**src/rtl/pfx_pkg.sv**
```systemverilog
// Shared constants and types for the two-level prefetch address engine.
// Assumes a 32-bit address space, 32 architectural registers and 32-byte lines.
package pfx_pkg;
    localparam int ADDR_W     = 32;
    localparam int REG_W      = 5;
    localparam int IMM_W      = 16;
    localparam int LINE_BYTES = 32;
    localparam int OFF_W      = $clog2(LINE_BYTES);
    localparam int QDEPTH     = 4;
    localparam int LEVELS     = 2;   // index 1 = high, index 0 = low

    typedef struct packed {
        logic             is_store;
        logic [REG_W-1:0] base;
        logic [IMM_W-1:0] imm;
    } pf_entry_t;

    localparam int ENTRY_W = $bits(pf_entry_t);

    typedef enum logic {
        ST_IDLE = 1'b0,
        ST_WAIT = 1'b1
    } eng_state_t;
endpackage

```
**src/rtl/pfx_fifo.sv**
```systemverilog
// Small synchronous FIFO holding queued prefetch entries of one priority level.
// Assumes the caller never pushes when full nor pops when empty; the head is
// visible combinationally on dout.
module pfx_fifo #(
    parameter int W     = 8,
    parameter int DEPTH = 4
) (
    input  logic         clk,
    input  logic         rst_n,
    input  logic         push,
    input  logic [W-1:0] din,
    input  logic         pop,
    output logic [W-1:0] dout,
    output logic         empty,
    output logic         full
);
    localparam int PW = (DEPTH > 1) ? $clog2(DEPTH) : 1;
    localparam int CW = $clog2(DEPTH + 1);

    logic [W-1:0]  mem [DEPTH];
    logic [PW-1:0] rd_ptr;
    logic [PW-1:0] wr_ptr;
    logic [CW-1:0] count;

    assign dout  = mem[rd_ptr];
    assign empty = (count == '0);
    assign full  = (count == CW'(DEPTH));

    // Storage write; contents need no reset.
    always_ff @(posedge clk) begin
        if (push) mem[wr_ptr] <= din;
    end

    // Pointer and occupancy bookkeeping.
    always_ff @(posedge clk) begin
        if (!rst_n) begin
            rd_ptr <= '0;
            wr_ptr <= '0;
            count  <= '0;
        end else begin
            if (push) wr_ptr <= (wr_ptr == PW'(DEPTH - 1)) ? '0 : wr_ptr + 1'b1;
            if (pop)  rd_ptr <= (rd_ptr == PW'(DEPTH - 1)) ? '0 : rd_ptr + 1'b1;
            count <= count + CW'(push) - CW'(pop);
        end
    end

    a_r3_no_push_full: assert property (@(posedge clk) disable iff (!rst_n)
        push |-> !full);
    a_r3_no_pop_empty: assert property (@(posedge clk) disable iff (!rst_n)
        pop |-> !empty);
endmodule

```
**src/rtl/pfx_arbiter.sv**
```systemverilog
// Non-preemptive two-level selector: picks an entry only when the engine is
// free, and prefers the high queue whenever it holds something.
module pfx_arbiter (
    input  logic clk,
    input  logic rst_n,
    input  logic free,
    input  logic has_hi,
    input  logic has_lo,
    output logic take_hi,
    output logic take_lo
);
    // Fixed-priority choice gated by engine availability.
    always_comb begin
        take_hi = free && has_hi;
        take_lo = free && !has_hi && has_lo;
    end

    a_r4_high_first: assert property (@(posedge clk) disable iff (!rst_n)
        take_lo |-> !has_hi);
    a_r4_one_grant: assert property (@(posedge clk) disable iff (!rst_n)
        $onehot0({take_hi, take_lo}));
endmodule

```
**src/rtl/pfx_addr_gen.sv**
```systemverilog
// Effective address former: base plus sign-extended displacement, rounded
// down to the start of its cache line. Purely combinational.
module pfx_addr_gen #(
    parameter int ADDR_W     = 32,
    parameter int IMM_W      = 16,
    parameter int LINE_BYTES = 32
) (
    input  logic [ADDR_W-1:0] base,
    input  logic [IMM_W-1:0]  imm,
    output logic [ADDR_W-1:0] line_addr
);
    localparam logic [ADDR_W-1:0] LINE_MASK = ~ADDR_W'(LINE_BYTES - 1);

    logic [ADDR_W-1:0] disp;
    logic [ADDR_W-1:0] sum;

    // Sign extension, add, line alignment.
    always_comb begin
        disp      = {{(ADDR_W - IMM_W){imm[IMM_W-1]}}, imm};
        sum       = base + disp;
        line_addr = sum & LINE_MASK;
    end
endmodule

```
**src/rtl/pfx_engine.sv**
```systemverilog
// Two-level prefetch address engine. Queues extracted memory instructions by
// priority, takes one at a time when idle, reads its base register, forms the
// line address and holds a prefetch request until L1 accepts or squashes it.
// Assumes rf_rd_data answers rf_rd_idx in the same cycle. Writes no
// architected state.
module pfx_engine
    import pfx_pkg::*;
#(
    parameter int DEPTH = QDEPTH,
    parameter int CNT_W = 16
) (
    input  logic              clk,
    input  logic              rst_n,
    input  logic              push_valid,
    output logic              push_ready,
    input  logic              push_high,
    input  logic              push_store,
    input  logic [REG_W-1:0]  push_base,
    input  logic [IMM_W-1:0]  push_imm,
    output logic [REG_W-1:0]  rf_rd_idx,
    input  logic [ADDR_W-1:0] rf_rd_data,
    output logic              pf_req_valid,
    output logic [ADDR_W-1:0] pf_req_addr,
    output logic              pf_req_high,
    output logic              pf_req_store,
    input  logic              pf_ack,
    input  logic              pf_squash,
    output logic [CNT_W-1:0]  cnt_issue_hi,
    output logic [CNT_W-1:0]  cnt_issue_lo,
    output logic [CNT_W-1:0]  cnt_squash_hi,
    output logic [CNT_W-1:0]  cnt_squash_lo
);
    eng_state_t        state;
    pf_entry_t         new_ent;
    pf_entry_t         q_dout [LEVELS];
    logic [LEVELS-1:0] q_empty;
    logic [LEVELS-1:0] q_full;
    logic [LEVELS-1:0] q_push;
    logic [LEVELS-1:0] q_pop;
    logic              take_hi;
    logic              take_lo;
    logic              take_any;
    pf_entry_t         sel;
    logic [ADDR_W-1:0] line_addr;
    logic              reply;
    logic [CNT_W-1:0]  n_iss [LEVELS];
    logic [CNT_W-1:0]  n_sq  [LEVELS];

    // Incoming entry packing and backpressure for the addressed level.
    always_comb begin
        new_ent    = '{is_store: push_store, base: push_base, imm: push_imm};
        push_ready = push_high ? !q_full[1] : !q_full[0];
    end

    assign reply        = pf_req_valid && (pf_ack || pf_squash);
    assign pf_req_valid = (state == ST_WAIT);
    assign take_any     = take_hi || take_lo;
    assign q_pop        = {take_hi, take_lo};
    assign sel          = take_hi ? q_dout[1] : q_dout[0];
    assign rf_rd_idx    = sel.base;

    pfx_arbiter i_arb (
        .clk     (clk),
        .rst_n   (rst_n),
        .free    (state == ST_IDLE),
        .has_hi  (!q_empty[1]),
        .has_lo  (!q_empty[0]),
        .take_hi (take_hi),
        .take_lo (take_lo)
    );

    pfx_addr_gen #(
        .ADDR_W     (ADDR_W),
        .IMM_W      (IMM_W),
        .LINE_BYTES (LINE_BYTES)
    ) i_agen (
        .base      (rf_rd_data),
        .imm       (sel.imm),
        .line_addr (line_addr)
    );

    for (genvar l = 0; l < LEVELS; l++) begin : g_lvl
        assign q_push[l] = push_valid && push_ready && (push_high == (l == 1));

        pfx_fifo #(
            .W     (ENTRY_W),
            .DEPTH (DEPTH)
        ) i_fifo (
            .clk   (clk),
            .rst_n (rst_n),
            .push  (q_push[l]),
            .din   (new_ent),
            .pop   (q_pop[l]),
            .dout  (q_dout[l]),
            .empty (q_empty[l]),
            .full  (q_full[l])
        );

        // Per-level reply counters; squash wins over accept.
        always_ff @(posedge clk) begin
            if (!rst_n) begin
                n_iss[l] <= '0;
                n_sq[l]  <= '0;
            end else if (reply && (pf_req_high == (l == 1))) begin
                if (pf_squash) n_sq[l]  <= n_sq[l] + 1'b1;
                else           n_iss[l] <= n_iss[l] + 1'b1;
            end
        end
    end

    assign cnt_issue_hi  = n_iss[1];
    assign cnt_issue_lo  = n_iss[0];
    assign cnt_squash_hi = n_sq[1];
    assign cnt_squash_lo = n_sq[0];

    // Engine sequencing: latch a request when an entry is taken, release on reply.
    always_ff @(posedge clk) begin
        if (!rst_n) begin
            state        <= ST_IDLE;
            pf_req_addr  <= '0;
            pf_req_high  <= 1'b0;
            pf_req_store <= 1'b0;
        end else if (state == ST_IDLE) begin
            if (take_any) begin
                state        <= ST_WAIT;
                pf_req_addr  <= line_addr;
                pf_req_high  <= take_hi;
                pf_req_store <= sel.is_store;
            end
        end else if (reply) begin
            state <= ST_IDLE;
        end
    end

    a_r5_hold_request: assert property (@(posedge clk) disable iff (!rst_n)
        pf_req_valid && !pf_ack && !pf_squash |=>
            pf_req_valid && $stable(pf_req_addr) && $stable(pf_req_high) && $stable(pf_req_store));
    a_r6_release: assert property (@(posedge clk) disable iff (!rst_n)
        reply |=> !pf_req_valid);
    a_r2_line_aligned: assert property (@(posedge clk) disable iff (!rst_n)
        pf_req_valid |-> (pf_req_addr[OFF_W-1:0] == '0));
    a_r9_quiet_when_empty: assert property (@(posedge clk) disable iff (!rst_n)
        !pf_req_valid && (&q_empty) |=> !pf_req_valid);
    a_r8_squash_hi_count: assert property (@(posedge clk) disable iff (!rst_n)
        pf_req_valid && pf_squash && pf_req_high |=> cnt_squash_hi == $past(cnt_squash_hi) + 1'b1);
    a_r8_issue_lo_count: assert property (@(posedge clk) disable iff (!rst_n)
        pf_req_valid && pf_ack && !pf_squash && !pf_req_high |=> cnt_issue_lo == $past(cnt_issue_lo) + 1'b1);
endmodule

```
**config.mk**
```make
export PLATFORM = sky130hd
export DESIGN_NAME = pfx_engine
export DESIGN_NICKNAME = d
export VERILOG_FILES = /design/src/rtl/pfx_pkg.sv /design/src/rtl/pfx_fifo.sv /design/src/rtl/pfx_arbiter.sv /design/src/rtl/pfx_addr_gen.sv /design/src/rtl/pfx_engine.sv
export SDC_FILE = /design/constraint.sdc
export NUM_CORES = 1
export LEC_CHECK = 0
export BUFFER_PORTS_ARGS = -buffer_cell sky130_fd_sc_hd__buf_2
export CAP_MARGIN = 15
export CELL_PAD_IN_SITES_DETAIL_PLACEMENT = 2
export CELL_PAD_IN_SITES_GLOBAL_PLACEMENT = 2
export CORE_MARGIN = 2
export CORE_UTILIZATION = 41
export CTS_BUF_LIST = sky130_fd_sc_hd__clkbuf_16
export CTS_CLUSTER_SIZE = 40
export DETAILED_ROUTE_END_ITERATION = 12
export PLACE_DENSITY = 0.78
export SYNTH_ARGS = -nofsm -noshare
export SYNTH_HDL_FRONTEND = slang
export SYNTH_SLANG_ARGS = --single-unit
```
**constraint.sdc**
```tcl
create_clock -name clk -period 5.6 [get_ports clk]
set_input_delay 0.56 -clock clk [delete_from_list [all_inputs] [get_ports clk]]
set_output_delay 0.56 -clock clk [all_outputs]
set_load 0.02 [all_outputs]
```
==> out/metrics.cfg, run 1 <==
[outcome]
status = complete, no violations

[placement]
gp_congestion = 0.8124
io_buffers = 159
place_hpwl_mm = 24.45

[sta]
fmax_mhz = 210.8
setup_viol = 0
finClkSkew_ns = 0.01290
finalSetupTns_ns = 0
hold_viol_final = 0
slew_headroom_pct = 31.03
tightest_slew_ns = 1.035
final_max_slew_viol_count = 0
fin_crit_sh_pct = 84.69
rsz0062_at_grt = false
fin_crit_ns = 4.743

[die]
dieHeight_um = 183.6
die_area_um2 = 33700
die_w_um = 183.6
fp.coreArea_um2 = 31640
num_rows = 65
start_util_pct = 41.79
num_io_pins = 165

[drt]
wirelength_mm = 36.27
via_per_inst = 5.521
dr.pass1.iters = 4
ant_nets = 0
vias = 8728
drcViolationCount = 0
wl_per_cell_um = 22.94
drt_iter0_drc = 482

[worst_hold_path]
holdPathEnd = g_lvl[1].i_fifo.mem[1][18]
min_path_cells = 1
hold_path_class = in -> reg
hp-start = push_base[2]

[global_route]
met3_usage_pct = 3.368
grt-busiest-layer = met2
grt_util_met1_pct = 28.42
grt_use_total_pct = 22.02
grt_start_max_net_pins = 34
grt_pass1_vias = 9746
grt_pass1_wl_mm = 56.73
met2_usage_pct = 39.26
antenna_found_initial = 1
overflow = 0

[pwr]
power_density_nw_per_um2 = 513.9
internal_power_mw = 5.006
power.switching_mw = 2.963
ir_drop_v = 0.0002608
swShare_pct = 37.19
total_leakage_power_nw = 5.769
p_total_mw = 7.969
clockPowerShare_pct = 25.0
p_seq_share_pct = 34.3
p_comb_share_pct = 40.7

[clock_network]
cts-root-buf = clkbuf_16
cts.sinks = 288
clkTransAtPathRegs_ns = 0.06
ctsHoldBuffers = 0
cts.path.max_buffers = 3
cts_tree = built
post_cts_resize_count = 0
numCtsBuffers = 34
post_cts_buffers = 0
clk-insertion-delay-late_ns = 0.52
cts_max_level = 2

[yosys]
synth_top_cell_by_area = edfxtp_1
synth.most_common_cell = edfxtp_1
synth.area.top_cells = edfxtp_1 (55%), mux4_2 (7.3%), dfxtp_1 (7.3%), ha_1 (4.5%), nor2_1 (3.0%)
synth-seq-cells = 288
synth_seq_area_share_pct = 61.78
netlist_instances = 973
synthDistinctLibCells = 56
synth_top_area_share_pct = 54.51
synthTopCellsByCount = edfxtp_1 (240), nor2_1 (105), nand2_1 (70)
async_reset_ff_share_pct = 0
synth_flop_cell = edfxtp_1
synth-edff-count = 240
syn_area_um2 = 13220
syn_avg_cell_area_um2 = 13.59
yosys_warnings = 0

[job]
cap_violations = 0

[critical_path]
r2r_end = pf_req_addr[23]
arrival_ns = 5.19
end_kind = flop
cp_max_fo = 14
worstPathRequired_ns = 6.05
r2r_slack_ns = 0.86
r2r_start = g_lvl[1].i_fifo.count[1]
crit_type = reg -> reg
cp-start-kind = flop
r2r_cells = 14

[cells_and_area]
nFillCells = 3087
drive_above_1_share_pct = 24.87
area_growth_pct = 17.31
nNetsFinal = 1264

==> logic make-up (layout without fill, tap and decap cells) <==
| logic type | Yosys count | after routing | share of synthesized area (%) |
|---|---|---|---|
| flip-flops | 288 | 288 | 61.78 |
| other | 1 | 6 | 0.02837 |
| multiplexers | 67 | 67 | 9.455 |
| AO/OA/AOI/OAI | 129 | 129 | 6.294 |
| adder cells (fa/ha/maj) | 50 | 50 | 4.846 |
| AND/OR/NAND/NOR | 298 | 298 | 10.42 |
| XOR/XNOR | 77 | 77 | 5.101 |
| buffers and inverters | 63 | 264 | 2.073 |
==> placed cells by master, fill, tap and decap left out, drive strengths merged, types with 3 or more instances in the layout <==
cell type	instances
nor2	105
nand2	70
a31oi	3
o21a	5
ha	48
a211oi	5
mux4	44
o31ai	4
dfxtp	48
inv	35
conb	5
xor2	40
o2111ai	3
mux2	20
clkbuf	35
mux2i	3
o21ai	24
buf	178
nand4	14
o211ai	3
and3	17
nor2b	4
a21o	15
nor3	12
nand3	47
xnor2	37
and2	11
edfxtp	240
or3	7
clkinv	15
a21oi	48
==> critical path, cell delays in order, from the launching register on <==
cell and delay [ns]:
dfxtp_1 0.43, nor3_2 0.15, nor2_2 0.71, buf_4 0.38, mux2_2 0.40, ha_1 0.35
inv_1 0.10, o21ai_0 0.18, a21oi_1 0.15, o31ai_1 0.37, nand2_1 0.18, o41ai_2 0.69
a21oi_1 0.19, or3_1 0.33, nand3_1 0.07
==> flip-flops by register name, indices dropped and copies added, names as in the netlist, named ones only <==
| register | flops |
|---|---|
| pf_req_store | 1 |
| pf_req_addr | 27 |
| g_lvl.i_fifo.rd_ptr | 4 |
| g_lvl.i_fifo.mem | 176 |
| g_lvl.i_fifo.wr_ptr | 4 |
| n_iss | 32 |
| g_lvl.i_fifo.count | 6 |
| pf_req_high | 1 |
| n_sq | 32 |
| pf_req_valid | 1 |
==> worst max-delay path by stage <==
stage                                  start               to  cells past startpoint
global placement    g_lvl[1].i_fifo.count[1]  pf_req_addr[23]                     14
detailed placement  g_lvl[1].i_fifo.count[1]  pf_req_addr[23]                     14
global route        g_lvl[1].i_fifo.count[1]  pf_req_addr[23]                     14
CTS                 g_lvl[1].i_fifo.count[1]  pf_req_addr[23]                     14
floorplan                               flop  pf_req_addr[29]                     13
finish              g_lvl[1].i_fifo.count[1]  pf_req_addr[23]                     14
==> area by class of cell <==
| cell class | count | area, um^2 | area share (%) |
|---|---|---|---|
| Tap cell | 402 | 503.0 | 3.243 |
| Antenna cell | 1 | 2.502 | 0.01614 |
| Multi-Input combinational cell | 626 | 4800 | 30.95 |
| Clock buffer | 35 | 875.8 | 5.647 |
| Sequential cell | 288 | 8168 | 52.67 |
| Clock inverter | 25 | 123.9 | 0.7987 |
| Inverter | 26 | 97.59 | 0.6293 |
| Timing Repair Buffer | 178 | 938.4 | 6.051 |
==> per-layer routing <==
layer / vias up / wire length (um)
met5: - / 13
met4: 2 / 571
met3: 44 / 1782
met2: 230 / 18530
met1: 4447 / 15370
li1: 4005 / -
==> metrics by stage <==
step	setup slack [ns]	cells	hold slack [ns]	utilization (%)	instance area (um^2)
after floorplan	1.689	977	0.4692	-	13240
after CTS	0.7825	1580	0.3001	49.01	15510
after detailed placement	0.8450	1520	0.4506	45.85	14510
final	0.8572	1581	0.3117	49.02	15510
after global routing	0.4464	1580	0.3166	49.01	15510
after global placement	1.186	1520	0.4402	45.85	14510
==> power groups by stage <==
stage	logic, mW	registers [mW]	clock network [mW]
after CTS	3.30	2.74	2.06
final	3.24	2.73	1.99
after global routing	3.58	2.77	2.13
after floorplan	2.22	2.86	0
after detailed placement	3.25	2.78	0
after global placement	3.15	2.76	0
Power figures use the tool's default switching activity.
==> inputs of run 2 (changes only) <==
ABC_AREA = 1   (was unset)
CORE_UTILIZATION = 37   (was 41)
PLACE_DENSITY = 0.77   (was 0.78)
clock period = 4.9 ns   (was 5.6 ns; I/O delays follow)
==> run 2 against run 1 <==
  * Cell count up 31%
  * Critical endpoint is now pf_req_addr[24]
  * Final area rose by 4.7%
  * Largest cell class unchanged
  * Non-clock buffer count down 3
  * First-iteration DRC count up 27%
  * Largest power group unchanged
  * Sequential power is 15% higher
  * Clock skew grew 0.0083 ns
  * Combinational power increased by 77%
  * Clock power rose by 20%
==> out/metrics.cfg, run 2 <==
[drt]
wirelength_mm = 46.18  ; was 36.27 mm
drcViolationCount = 0  ; unchanged
wl_per_cell_um = 22.21  ; was 22.94 um
dr.pass1.iters = 5  ; was 4
via_per_inst = 5.413  ; was 5.521
vias = 11250  ; was 8728
ant_nets = 0  ; unchanged
drt_iter0_drc = 610  ; was 482

[global_route]
grt_pass1_vias = 12380  ; was 9746
overflow = 0  ; unchanged
grt_pass1_wl_mm = 71.78  ; was 56.73 mm
grt_start_max_net_pins = 46  ; was 34
grt_use_total_pct = 24.05  ; was 22.02%
antenna_found_initial = 2  ; was 1

[cells_and_area]
regMostFlops = g_lvl.i_fifo.mem  ; unchanged
drive_above_1_share_pct = 16.03  ; was 24.87%
nNetsFinal = 1693  ; was 1264
largestRegisters = g_lvl.i_fifo.mem: 176 flops, n_iss: 32 flops, n_sq: 32 flops  ; unchanged
layout_common_cells = nand2_1 (260), edfxtp_1 (240), nor2_1 (194), buf_2 (159), a21oi_1 (129)  ; was edfxtp_1 (240), buf_2 (159), nor2_1 (104), nand2_1 (70)
area_growth_pct = 17.01  ; was 17.31%
final_common_cell = nand2_1  ; was edfxtp_1
stdcell_count = 2079  ; was 1581
largest_register_ff_count = 176  ; unchanged
finish.utilization_pct = 44.16  ; was 49.02%

[clock_network]
cts_max_level = 2  ; unchanged
cts_tree = built  ; unchanged
post_cts_resize_count = 0  ; unchanged
cts-root-buf = clkbuf_16  ; unchanged
post_cts_buffers = 0  ; unchanged
clk-insertion-delay-late_ns = 0.54  ; was 0.52 ns
numCtsBuffers = 35  ; was 34
clkTransAtPathRegs_ns = 0.06  ; about the same
ctsHoldBuffers = 0  ; unchanged
cts.sinks = 288  ; unchanged
cts.path.max_buffers = 3  ; unchanged

[sta]
tightest_slew_ns = 0.9704  ; was 1.035 ns
hold_viol_final = 0  ; unchanged
fmax_mhz = 265.0  ; was 210.8 MHz
rsz0062_at_grt = false  ; unchanged
finalSetupTns_ns = 0  ; unchanged
fin_crit_sh_pct = 77.01  ; was 84.69%
slew_headroom_pct = 35.15  ; was 31.03%
finClkSkew_ns = 0.02125  ; was 0.01290 ns
final_max_slew_viol_count = 0  ; unchanged
setup_viol = 0  ; unchanged
fin_crit_ns = 3.773  ; was 4.743 ns

[yosys]
netlist_instances = 1418  ; was 973
synthDistinctLibCells = 47  ; was 56
syn_avg_cell_area_um2 = 9.790  ; was 13.59 um^2
synth.most_common_cell = nand2_1  ; was edfxtp_1
synth_flop_cell = edfxtp_1  ; unchanged
synth-seq-cells = 288  ; unchanged
synth_top_area_share_pct = 51.92  ; was 54.51%
synth-edff-count = 240  ; unchanged
syn_area_um2 = 13880  ; was 13220 um^2
synthTopCellsByCount = nand2_1 (260), edfxtp_1 (240), nor2_1 (202)  ; was edfxtp_1 (240), nor2_1 (105), nand2_1 (70)
synth.area.top_cells = edfxtp_1 (52%), nand2_1 (7.0%), dfxtp_1 (6.9%), nor2_1 (5.5%), a21oi_1 (4.7%)  ; was edfxtp_1 (55%), mux4_2 (7.3%), dfxtp_1 (7.3%), ha_1 (4.5%), nor2_1 (3.0%)
yosys_warnings = 0  ; unchanged
async_reset_ff_share_pct = 0  ; unchanged
synth_seq_area_share_pct = 58.84  ; was 61.78%
synth_top_cell_by_area = edfxtp_1  ; unchanged

[critical_path]
worstPathRequired_ns = 5.38  ; was 6.05 ns
arrival_ns = 4.25  ; was 5.19 ns
cp-start-kind = flop  ; unchanged
cp_max_fo = 26  ; was 14
end_kind = flop  ; unchanged
crit_type = reg -> reg  ; unchanged

[pwr]
power_density_nw_per_um2 = 693.4  ; was 513.9 nW/um^2
total_leakage_power_nw = 6.505  ; was 5.769 nW
ir_drop_v = 0.0003612  ; was 0.0002608 V
p_total_mw = 11.26  ; was 7.969 mW

[outcome]
status = complete, no violations  ; unchanged

[worst_hold_path]
hold_path_class = in -> reg  ; unchanged

[placement]
dp_cells = 2014  ; was 1520
gp_congestion = 0.7982  ; was 0.8124
place_hpwl_mm = 31.99  ; was 24.45 mm
io_buffers = 159  ; unchanged

[die]
num_io_pins = 165  ; unchanged
fp.coreArea_um2 = 36790  ; was 31640 um^2
start_util_pct = 37.74  ; was 41.79%
die_area_um2 = 39090  ; was 33700 um^2
dieHeight_um = 197.7  ; was 183.6 um
num_rows = 70  ; was 65
die_w_um = 197.7  ; was 183.6 um

[job]
cap_violations = 0  ; unchanged

-- run 2: changes by cell type after synthesis, sizes merged, moves of 14 or more --
| cell | delta |
|---|---|
| mux4 | -44 |
| o21ai | +85 |
| nor2 | +101 |
| a21oi | +82 |
| nand2 | +198 |
| mux2 | -20 |
| inv | +94 |
| a32o | +14 |
| a221o | +14 |
| xnor2 | -35 |
| xor2 | -26 |
-- run 2: path summary, 6_finish.rpt --
kind | startpoint | endpoint | slack (ns) | cells past startpoint
setup / recovery | flop | pf_req_addr[24] | 1.13 | 16
hold reg to reg | pf_req_store | pf_req_store | 0.47 | 2
hold / removal | push_imm[6] | g_lvl[0].i_fifo.mem[3][6] | 0.24 | 1
setup reg to reg | flop | pf_req_addr[24] | 1.13 | 16
-- run 2: kinds of logic after synthesis --
kind of cell               after synthesis  share of synthesized area [%]
xor gates and xnor gates                16                          1.010
DFF                                    288                          58.84
buffers and inverters                  174                          5.047
AOI/OAI and AO/OA                      309                          12.89
other                                    1                        0.02701
and+or+nand+nor                        580                          17.58
adders and majority gates               50                          4.615
-- run 2: metrics by stage --
step,area (um^2),hold slack (ns),setup slack (ns)
3_3_place_gp,15210,0.4517,1.355
2_1_floorplan,13900,0.4897,1.571
3_5_place_dp,15210,0.4661,1.169
4_1_cts,16240,0.2211,1.136
6_report,16240,0.2436,1.127
5_1_grt,16240,0.2521,0.6943
-- run 2: power by group --
part	switching [mW]	internal, mW	leakage, nW	total [mW]
Combinational	4.03	1.71	3.30	5.75
Sequential	0.188	2.95	2.66	3.14
Clock	1.05	1.33	0.546	2.38
-- run 2: area by class of cell --
type | instances | area [um^2]
fill | 4006 | 20540
sequential | 288 | 8168
multi-input combinational | 960 | 5080
timing repair buffer | 175 | 915.9
clock buffer | 36 | 900.9
tap | 468 | 585.6
inverter | 123 | 461.7
clock inverter | 27 | 126.4
antenna | 2 | 5.005
-- run 2: routing by layer --
metal	GRT usage (%)	share of wire [%]
met3	3.219	3.9
met1	30.09	43
met2	42.78	51
met4	8.131	2.8
met5	0	0.024
-- run 2: critical path, stage by stage (launching register included) --
cell and delay [ns]:
dfxtp_1 0.30, buf_4 0.23, inv_2 0.36, buf_4 0.35, nand2_1 0.10, a221o_1 0.36, o21ai_0 0.21, ha_1 0.38
a21oi_1 0.25, o21ai_0 0.18, a21oi_1 0.28, nor2_1 0.09, a211oi_1 0.26, nand3_1 0.12, nand2_1 0.07, nor2_1 0.06
nor2_1 0.07
